--- config.mk ---
export PLATFORM = sky130hd
export DESIGN_NAME = gd_chan_update
export DESIGN_NICKNAME = d
export VERILOG_FILES = /design/src/rtl/gdce_pkg.sv /design/src/rtl/gdce_seq.sv /design/src/rtl/gdce_mac.sv /design/src/rtl/gdce_bank.sv /design/src/rtl/gd_chan_update.sv
export SDC_FILE = /design/constraint.sdc
export NUM_CORES = 1
export LEC_CHECK = 0
export CAP_MARGIN = 20
export CORE_MARGIN = 1
export CORE_UTILIZATION = 45
export DETAILED_ROUTE_END_ITERATION = 10
export DONT_BUFFER_PORTS = 1
export SYNTH_ARGS = -nofsm -noshare
export SYNTH_HDL_FRONTEND = slang
export SYNTH_SLANG_ARGS = --single-unit
--- constraint.sdc ---
create_clock -name clk -period 15.68 [get_ports clk]
set_input_delay 1.568 -clock clk [delete_from_list [all_inputs] [get_ports clk]]
set_output_delay 1.568 -clock clk [all_outputs]
set_load 0.01 [all_outputs]
--- src/rtl/gdce_pkg.sv ---
package gdce_pkg;
    localparam int EST_W   = 8;
    localparam int CORR_W  = 8;
    localparam int XC_W    = 16;
    localparam int STEP_SH = 8;
    localparam int EST_MAX = (1 << (EST_W - 1)) - 1;
    localparam int EST_MIN = -(1 << (EST_W - 1));

    typedef struct packed {
        logic signed [EST_W-1:0] re;
        logic signed [EST_W-1:0] im;
    } cplx_est_t;

    typedef enum logic [1:0] {
        ST_IDLE  = 2'd0,
        ST_MAC   = 2'd1,
        ST_WRITE = 2'd2
    } upd_state_t;

    function automatic logic signed [EST_W-1:0] sat_est(input logic signed [31:0] v);
        if (v > EST_MAX)      return EST_W'(EST_MAX);
        else if (v < EST_MIN) return EST_W'(EST_MIN);
        else                  return v[EST_W-1:0];
    endfunction
endpackage

--- src/rtl/gdce_seq.sv ---
module gdce_seq
    import gdce_pkg::*;
#(
    parameter int ROWS = 2,
    parameter int COLS = 4,
    localparam int RB = (ROWS > 1) ? $clog2(ROWS) : 1,
    localparam int CB = (COLS > 1) ? $clog2(COLS) : 1
) (
    input  logic          clk,
    input  logic          rst,
    input  logic          start,
    output logic          busy,
    output logic          done,
    output logic [RB-1:0] row,
    output logic [CB-1:0] col,
    output logic [CB-1:0] kidx,
    output logic [CB-1:0] a_col,
    output logic          mac_en,
    output logic          mac_first,
    output logic          wr_en,
    output logic          finish
);
    upd_state_t state;

    assign busy      = (state != ST_IDLE);
    assign mac_en    = (state == ST_MAC);
    assign mac_first = (kidx == '0);
    assign wr_en     = (state == ST_WRITE);
    assign a_col     = wr_en ? col : kidx;
    assign finish    = wr_en && (row == RB'(ROWS - 1)) && (col == CB'(COLS - 1));

    always_ff @(posedge clk) begin
        if (rst) begin
            state <= ST_IDLE;
            row   <= '0;
            col   <= '0;
            kidx  <= '0;
            done  <= 1'b0;
        end else begin
            done <= finish;
            unique case (state)
                ST_IDLE: begin
                    if (start) begin
                        state <= ST_MAC;
                        row   <= '0;
                        col   <= '0;
                        kidx  <= '0;
                    end
                end
                ST_MAC: begin
                    if (kidx == CB'(COLS - 1)) begin
                        kidx  <= '0;
                        state <= ST_WRITE;
                    end else begin
                        kidx <= kidx + 1'b1;
                    end
                end
                ST_WRITE: begin
                    if (col == CB'(COLS - 1)) begin
                        col <= '0;
                        if (row == RB'(ROWS - 1)) begin
                            row   <= '0;
                            state <= ST_IDLE;
                        end else begin
                            row   <= row + 1'b1;
                            state <= ST_MAC;
                        end
                    end else begin
                        col   <= col + 1'b1;
                        state <= ST_MAC;
                    end
                end
                default: state <= ST_IDLE;
            endcase
        end
    end
endmodule

--- src/rtl/gdce_mac.sv ---
module gdce_mac
    import gdce_pkg::*;
#(
    parameter int ACC_W = 19
) (
    input  logic                     clk,
    input  logic                     rst,
    input  logic                     en,
    input  logic                     first,
    input  cplx_est_t                a,
    input  logic signed [CORR_W-1:0] coef,
    output logic signed [ACC_W-1:0]  acc_re,
    output logic signed [ACC_W-1:0]  acc_im
);
    localparam int PW = EST_W + CORR_W;

    logic signed [PW-1:0] prod_re, prod_im;

    assign prod_re = PW'(a.re) * PW'(coef);
    assign prod_im = PW'(a.im) * PW'(coef);

    always_ff @(posedge clk) begin
        if (rst) begin
            acc_re <= '0;
            acc_im <= '0;
        end else if (en) begin
            acc_re <= (first ? '0 : acc_re) + ACC_W'(prod_re);
            acc_im <= (first ? '0 : acc_im) + ACC_W'(prod_im);
        end
    end
endmodule

--- src/rtl/gdce_bank.sv ---
module gdce_bank
    import gdce_pkg::*;
#(
    parameter int DEPTH = 8,
    localparam int AW = (DEPTH > 1) ? $clog2(DEPTH) : 1
) (
    input  logic          clk,
    input  logic          rst,
    input  logic          swap,
    input  logic          wr_en,
    input  logic [AW-1:0] wr_addr,
    input  cplx_est_t     wr_data,
    input  logic [AW-1:0] old_addr,
    output cplx_est_t     old_data,
    input  logic [AW-1:0] ext_addr,
    output cplx_est_t     ext_data,
    output logic          act_sel
);
    cplx_est_t mem [2][DEPTH];

    assign old_data = mem[act_sel][old_addr];
    assign ext_data = mem[act_sel][ext_addr];

    always_ff @(posedge clk) begin
        if (rst) begin
            act_sel <= 1'b0;
            for (int b = 0; b < 2; b++)
                for (int d = 0; d < DEPTH; d++)
                    mem[b][d] <= '0;
        end else begin
            if (wr_en) mem[!act_sel][wr_addr] <= wr_data;
            if (swap)  act_sel <= !act_sel;
        end
    end
endmodule

--- src/rtl/gd_chan_update.sv ---
module gd_chan_update
    import gdce_pkg::*;
#(
    parameter int ROWS = 2,
    parameter int COLS = 4,
    localparam int RB = (ROWS > 1) ? $clog2(ROWS) : 1,
    localparam int CB = (COLS > 1) ? $clog2(COLS) : 1
) (
    input  logic                     clk,
    input  logic                     rst,
    input  logic                     start,
    output logic                     busy,
    output logic                     done,
    output logic [CB-1:0]            rbb_row,
    output logic [CB-1:0]            rbb_col,
    input  logic signed [CORR_W-1:0] rbb_data,
    output logic [RB-1:0]            rbr_row,
    output logic [CB-1:0]            rbr_col,
    input  logic signed [XC_W-1:0]   rbr_re,
    input  logic signed [XC_W-1:0]   rbr_im,
    input  logic [RB-1:0]            est_rd_row,
    input  logic [CB-1:0]            est_rd_col,
    output logic signed [EST_W-1:0]  est_rd_re,
    output logic signed [EST_W-1:0]  est_rd_im
);
    localparam int DEPTH = ROWS * COLS;
    localparam int AW    = (DEPTH > 1) ? $clog2(DEPTH) : 1;
    localparam int ACC_W = EST_W + CORR_W + CB + 1;
    localparam int DW    = ((ACC_W > XC_W) ? ACC_W : XC_W) + 2;

    logic [RB-1:0] row;
    logic [CB-1:0] col, kidx, a_col;
    logic mac_en, mac_first, wr_en, finish, act_sel;
    logic signed [ACC_W-1:0] acc_re, acc_im;
    cplx_est_t old_data, ext_data, new_data;
    logic [AW-1:0] old_addr, wr_addr, ext_addr;
    logic signed [DW-1:0] diff_re, diff_im, step_re, step_im, nv_re, nv_im;

    gdce_seq #(.ROWS(ROWS), .COLS(COLS)) u_seq (
        .clk(clk), .rst(rst), .start(start), .busy(busy), .done(done),
        .row(row), .col(col), .kidx(kidx), .a_col(a_col),
        .mac_en(mac_en), .mac_first(mac_first), .wr_en(wr_en), .finish(finish)
    );

    gdce_mac #(.ACC_W(ACC_W)) u_mac (
        .clk(clk), .rst(rst), .en(mac_en), .first(mac_first),
        .a(old_data), .coef(rbb_data), .acc_re(acc_re), .acc_im(acc_im)
    );

    assign old_addr = AW'(row) * AW'(COLS) + AW'(a_col);
    assign wr_addr  = AW'(row) * AW'(COLS) + AW'(col);
    assign ext_addr = AW'(est_rd_row) * AW'(COLS) + AW'(est_rd_col);

    gdce_bank #(.DEPTH(DEPTH)) u_bank (
        .clk(clk), .rst(rst), .swap(finish), .wr_en(wr_en),
        .wr_addr(wr_addr), .wr_data(new_data),
        .old_addr(old_addr), .old_data(old_data),
        .ext_addr(ext_addr), .ext_data(ext_data), .act_sel(act_sel)
    );

    assign rbb_row   = kidx;
    assign rbb_col   = col;
    assign rbr_row   = row;
    assign rbr_col   = col;
    assign est_rd_re = ext_data.re;
    assign est_rd_im = ext_data.im;

    // residual, truncated step, and saturated update
    always_comb begin
        diff_re     = DW'(acc_re) - DW'(rbr_re);
        diff_im     = DW'(acc_im) - DW'(rbr_im);
        step_re     = diff_re >>> STEP_SH;
        step_im     = diff_im >>> STEP_SH;
        nv_re       = DW'(old_data.re) - step_re;
        nv_im       = DW'(old_data.im) - step_im;
        new_data.re = sat_est(32'(nv_re));
        new_data.im = sat_est(32'(nv_im));
    end
endmodule

# Yosys cells after proc, flatten, opt, wreduce, memory -nomap -nowiden
# Memory sizes are Yosys's and may differ from the RTL's. A register that Yosys moved wholly into a read port is not among the register bits.
# Cells that the tools add are included.
[op_classes]
n_bitwise = 3
addsub = 12
eq_ne = 7
n_reduce_logical = 14
magnitude_cmp = 8
multipliers = 2
mux = 39
[op_table]
columns = ["cell", "n"]
rows = [
  ["128-bit two-way mux", 3],
  ["128-bit OR reduction", 1],
  ["16-bit binary-select mux with 3-bit select", 2],
  ["16-bit two-way mux", 5],
  ["16-bit demux with 3-bit select", 1],
  ["19-bit by 16-bit subtractor with 20-bit output", 2],
  ["19-bit adder", 2],
  ["19-bit two-way mux", 2],
  ["8-bit by 8-bit multiplier with 16-bit output", 2],
  ["8-bit two-way mux", 4],
  ["13-bit by 8-bit > comparator with 1-bit output, second input constant", 2],
  ["13-bit by 8-bit < comparator with 1-bit output, second input constant", 2],
  ["8-bit by 12-bit subtractor with 13-bit output", 2],
  ["4-bit greater-or-equal comparator, second input constant", 3],
  ["1-bit two-way mux", 12],
  ["2-bit two-way mux", 6],
  ["3-bit inverter with 4-bit output", 3],
  ["3-bit by 2-bit adder with 3-bit output", 3],
  ["2-bit case mux with 2 select lines", 2],
  ["2-bit == test, second input constant", 3],
  ["2-bit case mux with 3 select lines", 1],
  ["2-bit AND reduction", 3],
  ["2-bit nonzero test", 3],
  ["2-bit by 1-bit adder with 2-bit output, second input constant", 2],
  ["other kinds (10)", 14],
]
[word_totals]
output_inout_bits = 25
in_bits = 46
mem_count = 1
ram_bits = 256
word_cells = 94
register_bits = 47
[mem_list]
columns = ["name", "words", "width", "read_ports", "rd_clocked_by_memory_dff", "write_ports", "line", "text"]
rows = [
  ["u_bank.mem", 2, 128, 1, 1, 2, "gdce_bank.sv:19", "cplx_est_t mem [2][DEPTH];"],
]

# Longest topological paths before layout
[logic_depth]
depth_word = 12
ltp_mapped = 37

# Modules after synthesis
# From an unflattened synthesis, not the netlist that was laid out.
[hier_totals]
hier_cells = 2174
area_unflattened_um2 = 24390.9
[by_module_without_submodules]
columns = ["module", "area_each_um2", "instances", "cells_per_inst"]
rows = [
  ["gdce_bank", 13022.5, 1, 800],
  ["gdce_mac", 8324.2, 1, 967],
  ["gd_chan_update", 2638.8, 1, 362],
  ["gdce_seq", 405.4, 1, 45],
]

# Least setup slack after synthesis
# Ideal clock, no wire load.
[synth_path]
path_kind = "reg2reg"
startpoint = "register u_seq.state[0]"
endpoint = "register u_mac.acc_im[18]"
path_slack_ns = 7.874
synth_period_minus_slack_ns = 7.806
setup_ns = 0.144
arrival_time_ns = 7.662
path_stages_with_launch = 36
path_cell_list = "dfxtp_1 > clkbuf_1 > nor2b_1 > clkbuf_1 > nor2_1 > a21oi_1 > buf_2 > buf_2 > buf_2 > mux4_2 > mux4_2 > and2_1 > fa_1 > inv_1 > fa_1 > inv_1 > fa_1 > inv_1 > fa_1 > inv_1 > ha_1 > a21oi_1 > o21bai_1 > a21oi_1 > o21bai_1 > a21oi_1 > o21bai_1 > a21oi_1 > xnor2_1 > ha_1 > or2_2 > a21oi_1 > a31oi_1 > a22o_1 > a221oi_1 > o311ai_0"
[synth_between]
elab_chain_cells = 9
[synth_rtl]
columns = ["element", "line", "text"]
rows = [
  ["start: declaration", "gdce_seq.sv:23", "upd_state_t state;"],
  ["start signal: assignment", "gdce_seq.sv:34", "state <= ST_IDLE;"],
  ["start signal: assignment", "gdce_seq.sv:44", "state <= ST_MAC;"],
  ["start signal: assignment", "gdce_seq.sv:53", "state <= ST_WRITE;"],
  ["2-bit == test", "gdce_seq.sv:28", "assign wr_en = (state == ST_WRITE);"],
  ["2-bit two-way mux", "gdce_seq.sv:29", "assign a_col = wr_en ? col : kidx;"],
  ["3-bit by 2-bit adder with 3-bit output", "gd_chan_update.sv:50", "assign old_addr = AW'(row) * AW'(COLS) + AW'(a_col);"],
  ["3-bit inverter with 4-bit output (not written as such)", "gdce_bank.sv:21", "assign old_data = mem[act_sel][old_addr];"],
  ["16-bit binary-select mux with 3-bit select", "gdce_bank.sv:21", ""],
  ["16-bit two-way mux (not written as such) (2 in a row)", "gdce_bank.sv:21", ""],
  ["8-bit by 8-bit multiplier with 16-bit output", "gdce_mac.sv:20", "assign prod_im = PW'(a.im) * PW'(coef);"],
  ["19-bit adder", "gdce_mac.sv:28", "acc_im <= (first ? '0 : acc_im) + ACC_W'(prod_im);"],
  ["end signal: assignment", "gdce_mac.sv:28", ""],
  ["end: declaration", "gdce_mac.sv:13", "output logic signed [ACC_W-1:0] acc_im"],
]
# Several ways; a longest one is shown, not always the timed one. The select of a mux whose other input is x is not followed.
# A chain may end at the register's enable or synchronous reset.

# Worst setup path after layout
[layout_path]
startpoint = "register u_seq.state[1]"
endpoint = "register u_mac.acc_im[18]"
# Same word-level chain as after synthesis.

==> metrics.txt <==
# TYPE chip_impl_metric gauge
chip_impl_info{name="run_status",value="complete, no violations"} 1
chip_impl_metric{name="synth_top_area_frac",unit=""} 0.324
chip_impl_metric{name="syn-instance-count",unit=""} 2078
chip_impl_metric{name="antenna_found_initial",unit=""} 0
chip_impl_metric{name="nFillCells",unit=""} 4594
chip_impl_metric{name="cts.repair.resized",unit=""} 0
chip_impl_metric{name="synth.ff_latch_count",unit=""} 304
chip_impl_metric{name="tritoncts.num_buffers",unit=""} 37
chip_impl_metric{name="placementRows",unit=""} 83
chip_impl_metric{name="cp_slowest_stage_delay",unit="ns"} 0.81
chip_impl_info{name="clk_tree_root_cell",value="sky130_fd_sc_hd__clkbuf_16"} 1
chip_impl_metric{name="floorplan.initialDensity",unit=""} 0.459
chip_impl_info{name="critPathKind",value="reg2reg"} 1
chip_impl_metric{name="syn2layout_area_growth",unit="%"} 8.41
chip_impl_metric{name="layout.nets",unit=""} 2372
chip_impl_metric{name="placed_cells",unit=""} 2693
chip_impl_metric{name="cts_setup_buffers",unit=""} 0
chip_impl_metric{name="detailed_place_hpwl",unit="um"} 42100
chip_impl_metric{name="io_buffers",unit=""} 0
chip_impl_metric{name="global_route.overflow_total",unit=""} 0
chip_impl_metric{name="synth_area",unit="um^2"} 23700
chip_impl_metric{name="cts.htree.levels",unit=""} 2
chip_impl_metric{name="cts-hold-fix-buffers",unit=""} 0
chip_impl_info{name="most_prevalent_standard_cell_on_the_critical_path",value="sky130_fd_sc_hd__a21oi_1"} 1
chip_impl_metric{name="async_flop_share",unit=""} 0
chip_impl_info{name="critical_path.endpoint_type",value="register"} 1
chip_impl_metric{name="tritonroute_pass_1_iters",unit=""} 5
chip_impl_info{name="worst_hold_path_class",value="reg2reg"} 1
chip_impl_metric{name="grt_pass1_vias",unit=""} 16842
chip_impl_info{name="clock_tree_from_tritoncts",value="done"} 1
chip_impl_metric{name="die_area",unit="um^2"} 53600
chip_impl_metric{name="viasPerCell",unit=""} 5.95
chip_impl_metric{name="wire_length_of_the_first_global_routing_pass",unit="um"} 96300
chip_impl_metric{name="drc_errors",unit=""} 0
chip_impl_metric{name="ff_latch_area",unit="um^2"} 8650
chip_impl_metric{name="aggregate_negative_setup_slack",unit="ns"} 0
chip_impl_metric{name="hold_viol_final",unit=""} 0
chip_impl_metric{name="drive_gt1_frac",unit=""} 0.133
chip_impl_metric{name="routed_wl",unit="um"} 61400
chip_impl_metric{name="die_width",unit="um"} 232
chip_impl_metric{name="min_period",unit="ns"} 9.18
chip_impl_metric{name="vias",unit=""} 16410
chip_impl_info{name="yosys-top-cells-count",value="256 x sky130_fd_sc_hd__edfxtp_1, 229 x sky130_fd_sc_hd__inv_1, 160 x sky130_fd_sc_hd__mux4_2, 157 x sky130_fd_sc_hd__ha_1, 155 x sky130_fd_sc_hd__nor2_1"} 1
chip_impl_metric{name="edff_count_synth",unit=""} 256
chip_impl_metric{name="detailedRoute.firstIterationViolations",unit=""} 1254
chip_impl_info{name="timing.critical_path.max_delay_family",value="adder cells"} 1
chip_impl_metric{name="clock_sink_count",unit=""} 304
chip_impl_metric{name="avgRoutedWirePerCell",unit="um"} 22.3
chip_impl_info{name="synth.most_common_cell",value="sky130_fd_sc_hd__edfxtp_1"} 1
chip_impl_metric{name="final-max-slew-violation-count",unit=""} 0
chip_impl_metric{name="timing.critical_path.arrival",unit="ns"} 9.63
chip_impl_metric{name="slew_headroom",unit=""} 0.216
chip_impl_metric{name="worst-endpoint-required",unit="ns"} 16.13
chip_impl_metric{name="synth_warnings",unit=""} 0
chip_impl_metric{name="cap_viol_max_count",unit=""} 0
chip_impl_metric{name="multi_input_gate_area_in_the_final_layout",unit="um^2"} 13900
chip_impl_metric{name="static_leakage",unit="nW"} 10.4
chip_impl_metric{name="finalSetupViolCount",unit=""} 0
chip_impl_metric{name="max-vdd-ir-drop",unit="mV"} 0.122
chip_impl_metric{name="num_antenna_cells",unit=""} 0
chip_impl_metric{name="fin_cells",unit=""} 2757
chip_impl_info{name="cpMaxStageDelayCell",value="sky130_fd_sc_hd__buf_4"} 1
chip_impl_metric{name="yosysUniqueCellTypes",unit=""} 69
chip_impl_metric{name="worst-slew-pin-transition",unit="ns"} 1.17
chip_impl_metric{name="antenna_left",unit=""} 0
chip_impl_metric{name="syn_area_per_cell",unit="um^2"} 11.4
chip_impl_metric{name="die_y",unit="um"} 232
chip_impl_metric{name="syn_nets",unit=""} 2395
chip_impl_info{name="rsz_0062_raised_after_global_routing",value="false"} 1
chip_impl_metric{name="gpl.final_weighted_congestion",unit=""} 0.814
chip_impl_metric{name="path_clk_slew",unit="ns"} 0.06
chip_impl_metric{name="pin_count_of_the_biggest_net_entering_global_routing",unit=""} 71
chip_impl_metric{name="io_pins",unit=""} 71
chip_impl_metric{name="clock_tree.buffer_depth",unit=""} 3
chip_impl_metric{name="core_region_area",unit="um^2"} 51700
chip_impl_metric{name="globalRouteTotalUtil",unit=""} 0.236
chip_impl_metric{name="synth_seq_area_share",unit=""} 0.365
chip_impl_metric{name="fmax",unit="MHz"} 109
chip_impl_metric{name="final.setup_skew",unit="ns"} 0.0112
chip_impl_metric{name="clk-insertion-delay-late",unit="ns"} 0.56
chip_impl_info{name="crit_path_start_kind",value="register"} 1
chip_impl_info{name="synth_ff_type",value="sky130_fd_sc_hd__edfxtp_1"} 1
chip_impl_metric{name="final.period_utilization",unit=""} 0.585
chip_impl_metric{name="power_per_unit_of_standard_cell_area",unit="nW/um^2"} 161
chip_impl_info{name="synth_area_leaders",value="sky130_fd_sc_hd__edfxtp_1 32%, sky130_fd_sc_hd__mux4_2 15%, sky130_fd_sc_hd__fa_1 9.6%"} 1
chip_impl_metric{name="worstPathMaxFanout",unit=""} 64
chip_impl_metric{name="crit_buf_inv",unit=""} 5
chip_impl_info{name="post-synth-top-area-cell",value="sky130_fd_sc_hd__edfxtp_1"} 1
[power breakdown]
group	internal [mW]	switching (mW)	total, mW
combinational	0.923	1.41	2.33
sequential	0.930	0.0410	0.971
clock	0.497	0.352	0.849
total	2.35	1.80	4.15
[final timing paths]
| kind | slack (ns) | startpoint | end | depth (start not counted) |
|---|---|---|---|---|
| worst min-delay path | 0.46 | u_mac.acc_im[10] | u_mac.acc_im[10] | 2 |
| worst min register to register | 0.46 | u_mac.acc_im[10] | u_mac.acc_im[10] | 2 |
| worst max-delay path | 6.50 | u_seq.state[1] | u_mac.acc_im[18] | 32 |
| worst max register to register | 6.50 | u_seq.state[1] | u_mac.acc_im[18] | 32 |
[registers in the layout, summed over array words and instances (netlist names), named ones only]
register and cells:
u_bank.act_sel 1, u_bank.mem 256, u_mac.acc_im 19, u_mac.acc_re 19, u_seq.col 2, u_seq.done 1, u_seq.kidx 2, u_seq.row 1
u_seq.state 2
[per-stage QoR]
stage / power (mW) / instance area [um^2] / setup slack (ns) / hold slack [ns] / utilization
floorplan: 2.80 / 23700 / 7.87 / 0.440 / -
global placement: 3.26 / 24400 / 6.67 / 0.453 / 0.472
detailed placement: 3.29 / 24500 / 6.52 / 0.457 / 0.473
CTS: 4.17 / 25600 / 6.54 / 0.464 / 0.496
global route: 4.48 / 25700 / 5.88 / 0.477 / 0.497
finish: 4.15 / 25700 / 6.50 / 0.462 / 0.497
[cells in the final DEF, fill, tap and decap left out, types with 4 or more instances in the layout]
| cell | netlist | final |
|---|---|---|
| sky130_fd_sc_hd__a21oi_1 | 87 | 84 |
| sky130_fd_sc_hd__o2bb2ai_1 | 6 | 6 |
| sky130_fd_sc_hd__a22oi_1 | 5 | 5 |
| sky130_fd_sc_hd__buf_4 | 2 | 22 |
| sky130_fd_sc_hd__o21bai_1 | 15 | 15 |
| sky130_fd_sc_hd__o211ai_1 | 7 | 7 |
| sky130_fd_sc_hd__or3_1 | 12 | 12 |
| sky130_fd_sc_hd__nand3_1 | 19 | 19 |
| sky130_fd_sc_hd__nor2b_1 | 65 | 64 |
| sky130_fd_sc_hd__nand2_1 | 139 | 139 |
| sky130_fd_sc_hd__o21a_1 | 11 | 11 |
| sky130_fd_sc_hd__inv_1 | 229 | 229 |
| sky130_fd_sc_hd__edfxtp_1 | 256 | 256 |
| sky130_fd_sc_hd__nor4_1 | 4 | 4 |
| sky130_fd_sc_hd__a31o_2 | 5 | 5 |
| sky130_fd_sc_hd__a211oi_1 | 19 | 19 |
| sky130_fd_sc_hd__o21ai_0 | 52 | 52 |
| sky130_fd_sc_hd__or2_2 | 7 | 7 |
| sky130_fd_sc_hd__clkinv_2 | 0 | 6 |
| sky130_fd_sc_hd__fa_1 | 114 | 114 |
| sky130_fd_sc_hd__xor2_1 | 24 | 24 |
| sky130_fd_sc_hd__clkinv_1 | 0 | 5 |
| sky130_fd_sc_hd__a22oi_2 | 6 | 6 |
| sky130_fd_sc_hd__and2_1 | 88 | 88 |
| sky130_fd_sc_hd__nor2_1 | 155 | 155 |
| sky130_fd_sc_hd__a2111oi_0 | 4 | 4 |
| sky130_fd_sc_hd__xnor2_1 | 70 | 70 |
| sky130_fd_sc_hd__and3_1 | 8 | 8 |
| sky130_fd_sc_hd__ha_1 | 157 | 156 |
| sky130_fd_sc_hd__clkbuf_16 | 0 | 38 |
| sky130_fd_sc_hd__dfxtp_1 | 48 | 46 |
| sky130_fd_sc_hd__a21o_1 | 32 | 32 |
| sky130_fd_sc_hd__a31oi_1 | 12 | 12 |
| sky130_fd_sc_hd__o31ai_1 | 4 | 4 |
| sky130_fd_sc_hd__nand2b_1 | 16 | 15 |
| sky130_fd_sc_hd__nor3_1 | 96 | 96 |
| sky130_fd_sc_hd__nand3b_1 | 4 | 4 |
| sky130_fd_sc_hd__mux4_2 | 160 | 160 |
[cell type report]
class / instances / area share
inverter: 229 / 0.0334
clock buffer: 41 / 0.0378
clock inverter: 20 / 0.00813
multi-input combinational: 1456 / 0.540
timing repair buffer: 27 / 0.0110
sequential: 304 / 0.337
tap: 680 / 0.0331
[worst reg2reg max path, delay by kind of cell, from the launching register on]
kind	cells	cell delay, ns
compound gates	13	2.18
xor+xnor	1	0.15
fa+ha+maj	6	2.61
buf+inv	5	1.01
flops	1	0.45
mux	2	1.33
simple gates	5	1.37
[cell families (layout without fill, tap and decap cells)]
logic type / after synthesis / count (layout) / synth area share
buf+inv: 318 / 317 / 0.0514
fa+ha+maj: 271 / 271 / 0.179
compound gates: 304 / 304 / 0.0875
xor+xnor: 94 / 94 / 0.0347
mux: 166 / 166 / 0.155
flops: 304 / 304 / 0.365
simple gates: 621 / 621 / 0.128
[per-layer routing]
layer | up-vias | GRT usage | part of all wire
met3 | 139 | 0.0447 | 0.079
met5 | - | 0 | 0
li1 | 7451 | - | -
met2 | 669 | 0.387 | 0.47
met1 | 8151 | 0.308 | 0.41
met4 | 0 | 0.0935 | 0.039
Power figures use the tool's default switching activity.
